[config.mk]
export PLATFORM = sky130hd
export DESIGN_NAME = sat_neg_unit
export DESIGN_NICKNAME = d
export VERILOG_FILES = /design/src/rtl/sat_neg_unit.sv
export SDC_FILE = /design/constraint.sdc
export NUM_CORES = 1
export LEC_CHECK = 0
export BUFFER_PORTS_ARGS = -buffer_cell sky130_fd_sc_hd__buf_2
export CAP_MARGIN = 25
export CORE_ASPECT_RATIO = 1.75
export CORE_MARGIN = 2
export CORE_UTILIZATION = 35
export CTS_CLUSTER_DIAMETER = 200
export DETAILED_ROUTE_END_ITERATION = 6
export HOLD_SLACK_MARGIN = 0.02
export PLACE_DENSITY_LB_ADDON = 0.15
export REMOVE_ABC_BUFFERS = 1
export SETUP_SLACK_MARGIN = 0.05
export SLEW_MARGIN = 5
export SYNTH_ARGS = -nofsm -noshare
export SYNTH_HDL_FRONTEND = slang
export SYNTH_SLANG_ARGS = --single-unit
[constraint.sdc]
create_clock -name clk -period 8.45 [get_ports clk]
set_input_delay 0.845 -clock clk [delete_from_list [all_inputs] [get_ports clk]]
set_output_delay 0.845 -clock clk [all_outputs]
set_load 0.005 [all_outputs]
[src/rtl/sat_neg_unit.sv]
module sat_neg_unit #(
  parameter int DW   = 32,
  parameter int NREG = 16,
  parameter int OPW  = 3
) (
  input  logic                    clk,
  input  logic                    rst,
  input  logic                    valid,
  input  logic [OPW-1:0]          op,
  input  logic [$clog2(NREG)-1:0] idx,
  input  logic                    ld_en,
  input  logic [$clog2(NREG)-1:0] ld_idx,
  input  logic [DW-1:0]           ld_data,
  input  logic [$clog2(NREG)-1:0] rd_idx,
  output logic [DW-1:0]           rd_data,
  output logic                    flag_v,
  output logic                    flag_sv,
  output logic                    flag_av,
  output logic                    flag_sav
);
  localparam logic [OPW-1:0] OP_NEG  = OPW'(0);
  localparam logic [OPW-1:0] OP_SB   = OPW'(1);
  localparam logic [OPW-1:0] OP_UB   = OPW'(2);
  localparam logic [OPW-1:0] OP_SH   = OPW'(3);
  localparam logic [OPW-1:0] OP_UH   = OPW'(4);
  localparam logic [OPW-1:0] OP_NOT  = OPW'(5);

  localparam logic [DW-1:0] MIN_VAL = {1'b1, {(DW-1){1'b0}}};
  localparam logic [DW-1:0] SB_HI = DW'(127);
  localparam logic [DW-1:0] SB_LO = ~DW'(127);
  localparam logic [DW-1:0] SH_HI = DW'(32767);
  localparam logic [DW-1:0] SH_LO = ~DW'(32767);
  localparam logic [DW-1:0] UB_HI = DW'(255);
  localparam logic [DW-1:0] UH_HI = DW'(65535);

  logic [DW-1:0] rf [NREG];
  logic [DW-1:0] opnd, res, sb_lo, sh_lo;
  logic          known, is_neg, v_new, av_new;

  assign opnd    = rf[idx];
  assign rd_data = rf[rd_idx];

  assign sb_lo = ($signed(opnd) < $signed(SB_LO)) ? SB_LO : opnd;
  assign sh_lo = ($signed(opnd) < $signed(SH_LO)) ? SH_LO : opnd;

  always_comb begin
    known  = 1'b1;
    is_neg = 1'b0;
    res    = opnd;
    case (op)
      OP_NEG: begin res = '0 - opnd; is_neg = 1'b1; end
      OP_SB:  res = ($signed(sb_lo) > $signed(SB_HI)) ? SB_HI : sb_lo;
      OP_UB:  res = (opnd > UB_HI) ? UB_HI : opnd;
      OP_SH:  res = ($signed(sh_lo) > $signed(SH_HI)) ? SH_HI : sh_lo;
      OP_UH:  res = (opnd > UH_HI) ? UH_HI : opnd;
      OP_NOT: res = ~opnd;
      default: known = 1'b0;
    endcase
  end

  assign v_new  = (opnd == MIN_VAL);
  assign av_new = res[DW-1] ^ res[DW-2];

  always_ff @(posedge clk) begin
    if (valid) begin
      if (known) rf[idx] <= res;
    end else if (ld_en) begin
      rf[ld_idx] <= ld_data;
    end
  end

  always_ff @(posedge clk) begin
    if (rst) begin
      flag_v   <= 1'b0;
      flag_sv  <= 1'b0;
      flag_av  <= 1'b0;
      flag_sav <= 1'b0;
    end else if (valid && is_neg) begin
      flag_v   <= v_new;
      flag_sv  <= flag_sv | v_new;
      flag_av  <= av_new;
      flag_sav <= flag_sav | av_new;
    end
  end
endmodule


==> impl_metrics.prom <==
# TYPE chip_impl_metric gauge
chip_impl_metric{name="layout-drive-gt1-share",unit="%"} 33.0
chip_impl_metric{name="pin_count",unit=""} 87
chip_impl_metric{name="drt_initial_violations",unit=""} 1484
chip_impl_metric{name="globalRoute.totalOverflow",unit=""} 0
chip_impl_metric{name="antenna_cells",unit=""} 0
chip_impl_metric{name="worst-path-buf-inv",unit=""} 2
chip_impl_metric{name="final.setup.tns",unit="ns"} 0
chip_impl_metric{name="num-fill-cells",unit=""} 6764
chip_impl_metric{name="max_clock_freq",unit="MHz"} 153
chip_impl_metric{name="core.rowCount",unit=""} 132
chip_impl_metric{name="gpl_congestion",unit=""} 0.930
chip_impl_metric{name="crit_arrival",unit="ns"} 6.88
chip_impl_metric{name="post_synth_inst_count",unit=""} 1494
chip_impl_metric{name="detailed_place_hpwl",unit="um"} 55500
chip_impl_metric{name="pre_cts_slack",unit="ns"} 1.13
chip_impl_metric{name="reg_clk_slew_reported_paths",unit="ns"} 0.06
chip_impl_metric{name="maxcap_viol_count",unit=""} 0
chip_impl_metric{name="cts_buffers",unit=""} 49
chip_impl_metric{name="antenna_found_initial",unit=""} 1
chip_impl_info{name="critPathLaunchType",value="input pin"} 1
chip_impl_metric{name="timing.slew.headroom",unit="%"} 31.2
chip_impl_info{name="crit_path_frequent_cell",value="sky130_fd_sc_hd__nor2_1"} 1
chip_impl_info{name="worstSetupEndpointType",value="register"} 1
chip_impl_metric{name="finalCoreUtilization",unit="%"} 39.7
chip_impl_metric{name="finClkSkew",unit="ns"} 0.0284
chip_impl_metric{name="place.port_buffers",unit=""} 86
chip_impl_metric{name="clock_tree.htree_level_count",unit=""} 2
chip_impl_metric{name="drt_drc",unit=""} 0
chip_impl_metric{name="core",unit="sq mm"} 0.0737
chip_impl_metric{name="finalWorstPathRequiredPeriod",unit="ns"} 6.55
chip_impl_metric{name="ir_worst_vdd",unit="mV"} 0.141
chip_impl_metric{name="grt_pass1_wl",unit="um"} 122000
chip_impl_metric{name="grt_max_degree",unit=""} 75
chip_impl_metric{name="first_global_vias",unit=""} 16697
chip_impl_metric{name="reg2regPathDepth",unit=""} 15
chip_impl_info{name="tritoncts",value="yes"} 1
chip_impl_info{name="critical_path.slowest_cell",value="sky130_fd_sc_hd__clkinv_1"} 1
chip_impl_metric{name="cp_max_fo",unit=""} 41
chip_impl_metric{name="post_drt_via_cell_ratio",unit=""} 6.22
chip_impl_info{name="rsz_0062_raised_after_global_routing",value="false"} 1
chip_impl_metric{name="holdBufCountCts",unit=""} 0
chip_impl_info{name="clk_root_buffer_cell",value="sky130_fd_sc_hd__clkbuf_16"} 1
chip_impl_metric{name="critPathRequiredTime",unit="ns"} 8.79
chip_impl_metric{name="postSynthAreaPerCell",unit="sq um"} 17.4
chip_impl_metric{name="die_area",unit="sq mm"} 0.0765
chip_impl_info{name="reg2reg_from",value="rf[7][29]"} 1
chip_impl_metric{name="setup_viol_count_final",unit=""} 0
chip_impl_metric{name="routedWlPerCell",unit="um"} 33.8
chip_impl_info{name="cpLargestDelayFamily",value="simple AND/OR/NAND/NOR gates"} 1
chip_impl_metric{name="die_width",unit="um"} 210
chip_impl_metric{name="cpPeakStageDelay",unit="ns"} 0.77
chip_impl_metric{name="cts_setup_buffers",unit=""} 0
chip_impl_metric{name="insertion_delay",unit="ns"} 0.61
chip_impl_metric{name="netlist_cell_types",unit=""} 77
chip_impl_metric{name="final_hold_viol_count",unit=""} 0
chip_impl_info{name="synthFlopType",value="sky130_fd_sc_hd__edfxtp_1"} 1
chip_impl_metric{name="initial_core_util",unit="%"} 35.2
chip_impl_metric{name="synth_seq_area_share",unit="%"} 59.5
chip_impl_metric{name="pwr_density_cell",unit="mW/mm^2"} 205
chip_impl_metric{name="setup_slack",unit="ns"} 1.90
chip_impl_metric{name="timing.final.max_slew_violations",unit=""} 0
chip_impl_metric{name="clock_sink_count",unit=""} 516
chip_impl_metric{name="worst_slew_pin_slew",unit="ns"} 1.03
chip_impl_metric{name="reg2reg_setup_slack",unit="ns"} 2.95
chip_impl_metric{name="vias",unit=""} 15918
chip_impl_metric{name="route.final.wire_length",unit="um"} 86700
chip_impl_metric{name="first_pass_iters",unit=""} 6
chip_impl_info{name="worstHoldEndpoint",value="flag_sv"} 1
chip_impl_metric{name="clock_path_buffers",unit=""} 3
chip_impl_info{name="timing.rr.end",value="rf[3][18]"} 1
chip_impl_info{name="min-delay-path-class",value="input pin to register"} 1
chip_impl_metric{name="ys_ff_latch",unit=""} 516
chip_impl_metric{name="worstHoldPathCells",unit=""} 2
chip_impl_info{name="cell_chain_critical_path",value="buf_6 -> clkinv_1 -> mux2_2 -> nor2_1 -> a21oi_1 -> nand4_1 -> nor4_1 -> nand4_1 -> or3_1 -> ha_1 -> or3_1 -> nor2_1 -> nor2_1 -> nand2_1 -> a211oi_1 -> a311oi_1 -> a21o_1"} 1
chip_impl_metric{name="netlist_area",unit="sq mm"} 0.0260
chip_impl_metric{name="nNetsFinal",unit=""} 1637
chip_impl_metric{name="area_growth_syn_to_layout",unit="%"} 12.6
chip_impl_metric{name="synth-edff-count",unit=""} 512
chip_impl_metric{name="postCtsResizedCells",unit=""} 0
chip_impl_info{name="worst-setup-path-type",value="input pin to register"} 1
chip_impl_metric{name="leakage_power",unit="uW"} 0.00921
chip_impl_metric{name="dieHeight",unit="um"} 364
chip_impl_metric{name="drtAntennaViolNets",unit=""} 0
chip_impl_metric{name="synth_async_sr_flop_share",unit="%"} 0
chip_impl_metric{name="final_min_period_over_clock_period",unit="%"} 77.5
chip_impl_info{name="outcome",value="completed"} 1
chip_impl_metric{name="total_routing_usage_gr",unit="%"} 22.7
chip_impl_info{name="hold_path_startpoint",value="rst"} 1
chip_impl_metric{name="ys.warnings.count",unit=""} 0
==> layout by cell type (no fill, tap or decap), drive strengths merged, types with 5 or more instances in the layout <==
cell / instances
o21ai: 39
or2: 7
inv: 10
edfxtp: 512
mux4: 269
and3: 5
a221oi: 18
nand4: 10
clkinv: 20
o21a: 6
nand2b: 9
or3: 11
mux2: 15
nand3: 19
nor4: 9
buf: 143
o31ai: 8
mux2i: 55
nor2: 78
a22oi: 31
a211oi: 11
xnor2: 6
nor2b: 7
nor3: 14
or4: 6
a21o: 5
a311oi: 6
a21oi: 47
o22ai: 13
nand2: 80
clkbuf: 66
and2: 7
a31oi: 9
o211ai: 10
==> worst max path at each step <==
stage                start        end  slack, ns  cells after the start
floorplan           idx[0]  rf[0][19]       3.29                     16
global placement    idx[0]  rf[6][17]       1.31                     18
detailed placement  idx[0]  rf[5][17]       1.13                     18
CTS                 idx[0]  rf[6][17]       1.72                     18
global route        idx[0]  rf[9][28]       1.64                     17
finish              idx[0]  rf[3][18]       1.90                     17
==> where the power goes <==
part	switching (uW)	internal, uW	total, uW
registers	20.5	2950	2970
clock network	972	1230	2200
logic	517	295	811
total	1510	4470	5980
==> cell usage after synthesis, types with 7 or more instances <==
cell,n,area [sq um]
sky130_fd_sc_hd__a211oi_1,10,75.1
sky130_fd_sc_hd__a21oi_1,47,235
sky130_fd_sc_hd__a221oi_1,18,158
sky130_fd_sc_hd__a22oi_1,30,225
sky130_fd_sc_hd__a31oi_1,9,56.3
sky130_fd_sc_hd__and2_1,7,43.8
sky130_fd_sc_hd__buf_1,18,67.6
sky130_fd_sc_hd__buf_2,12,60.1
sky130_fd_sc_hd__buf_6,10,113
sky130_fd_sc_hd__clkbuf_1,58,218
sky130_fd_sc_hd__edfxtp_1,512,15400
sky130_fd_sc_hd__inv_1,9,33.8
sky130_fd_sc_hd__mux2_2,15,169
sky130_fd_sc_hd__mux2i_1,55,551
sky130_fd_sc_hd__mux4_2,269,6060
sky130_fd_sc_hd__nand2_1,80,300
sky130_fd_sc_hd__nand2b_1,9,56.3
sky130_fd_sc_hd__nand3_1,18,90.1
sky130_fd_sc_hd__nand4_1,10,62.6
sky130_fd_sc_hd__nor2_1,78,293
sky130_fd_sc_hd__nor2b_1,7,43.8
sky130_fd_sc_hd__nor3_1,13,65.1
sky130_fd_sc_hd__o211ai_1,10,75.1
sky130_fd_sc_hd__o21ai_0,37,185
sky130_fd_sc_hd__o22ai_1,13,81.3
sky130_fd_sc_hd__or3_1,11,68.8
==> per-layer routing <==
metal  GRT usage [%]  vias up  part of all wire (%)
li1                -     6562                     -
met4            8.08        0                   3.6
met1            28.2     8633                    39
met2            41.5      594                    53
met3            1.77      129                   4.5
met5               0        -                     0
==> logic make-up (layout without fill, tap and decap cells) <==
family | count (synthesis) | count (layout) | share of synthesized area (%)
flip-flops | 516 | 516 | 59.5
AND/OR/NAND/NOR | 270 | 270 | 5.17
buffers and inverters | 117 | 246 | 2.27
multiplexers | 339 | 339 | 26.1
adder cells (fa/ha/maj) | 3 | 3 | 0.145
XOR/XNOR | 8 | 8 | 0.270
AO/OA/AOI/OAI | 241 | 241 | 6.52
==> final cells by class <==
type	count	area, sq um	share of cell area [%]
clock buffer	66	1360	4.66
clock inverter	25	211	0.723
inverter	12	45.0	0.154
multi-input combinational	861	10100	34.4
sequential	516	15500	52.9
tap	938	1170	4.02
timing repair buffer	143	926	3.17
==> state kept, by name (all words and copies together) (netlist names) <==
name / count
flag_v: 1
rf: 512
flag_sv: 1
flag_sav: 1
flag_av: 1
==> worst register-to-register path: cells and delay by family, from the launching register on <==
family | cells | cell delay [ns]
and+or+nand+nor | 8 | 2.62
AOI/OAI and AO/OA | 4 | 1.72
DFF | 1 | 0.36
muxes | 2 | 0.32
adders and majority gates | 1 | 0.22
==> through the flow <==
stage	total power, uW	std cells	hold WS, ns	instance area, sq um
6_report	5980	2561	0.452	29200
5_1_grt	6170	2561	0.472	29200
3_5_place_dp	3840	2467	0.468	27600
2_1_floorplan	3440	1389	0.465	25400
3_3_place_gp	3830	2464	0.458	27600
4_1_cts	6030	2558	0.429	29200
No activity file was read; power rests on OpenSTA's default activity.
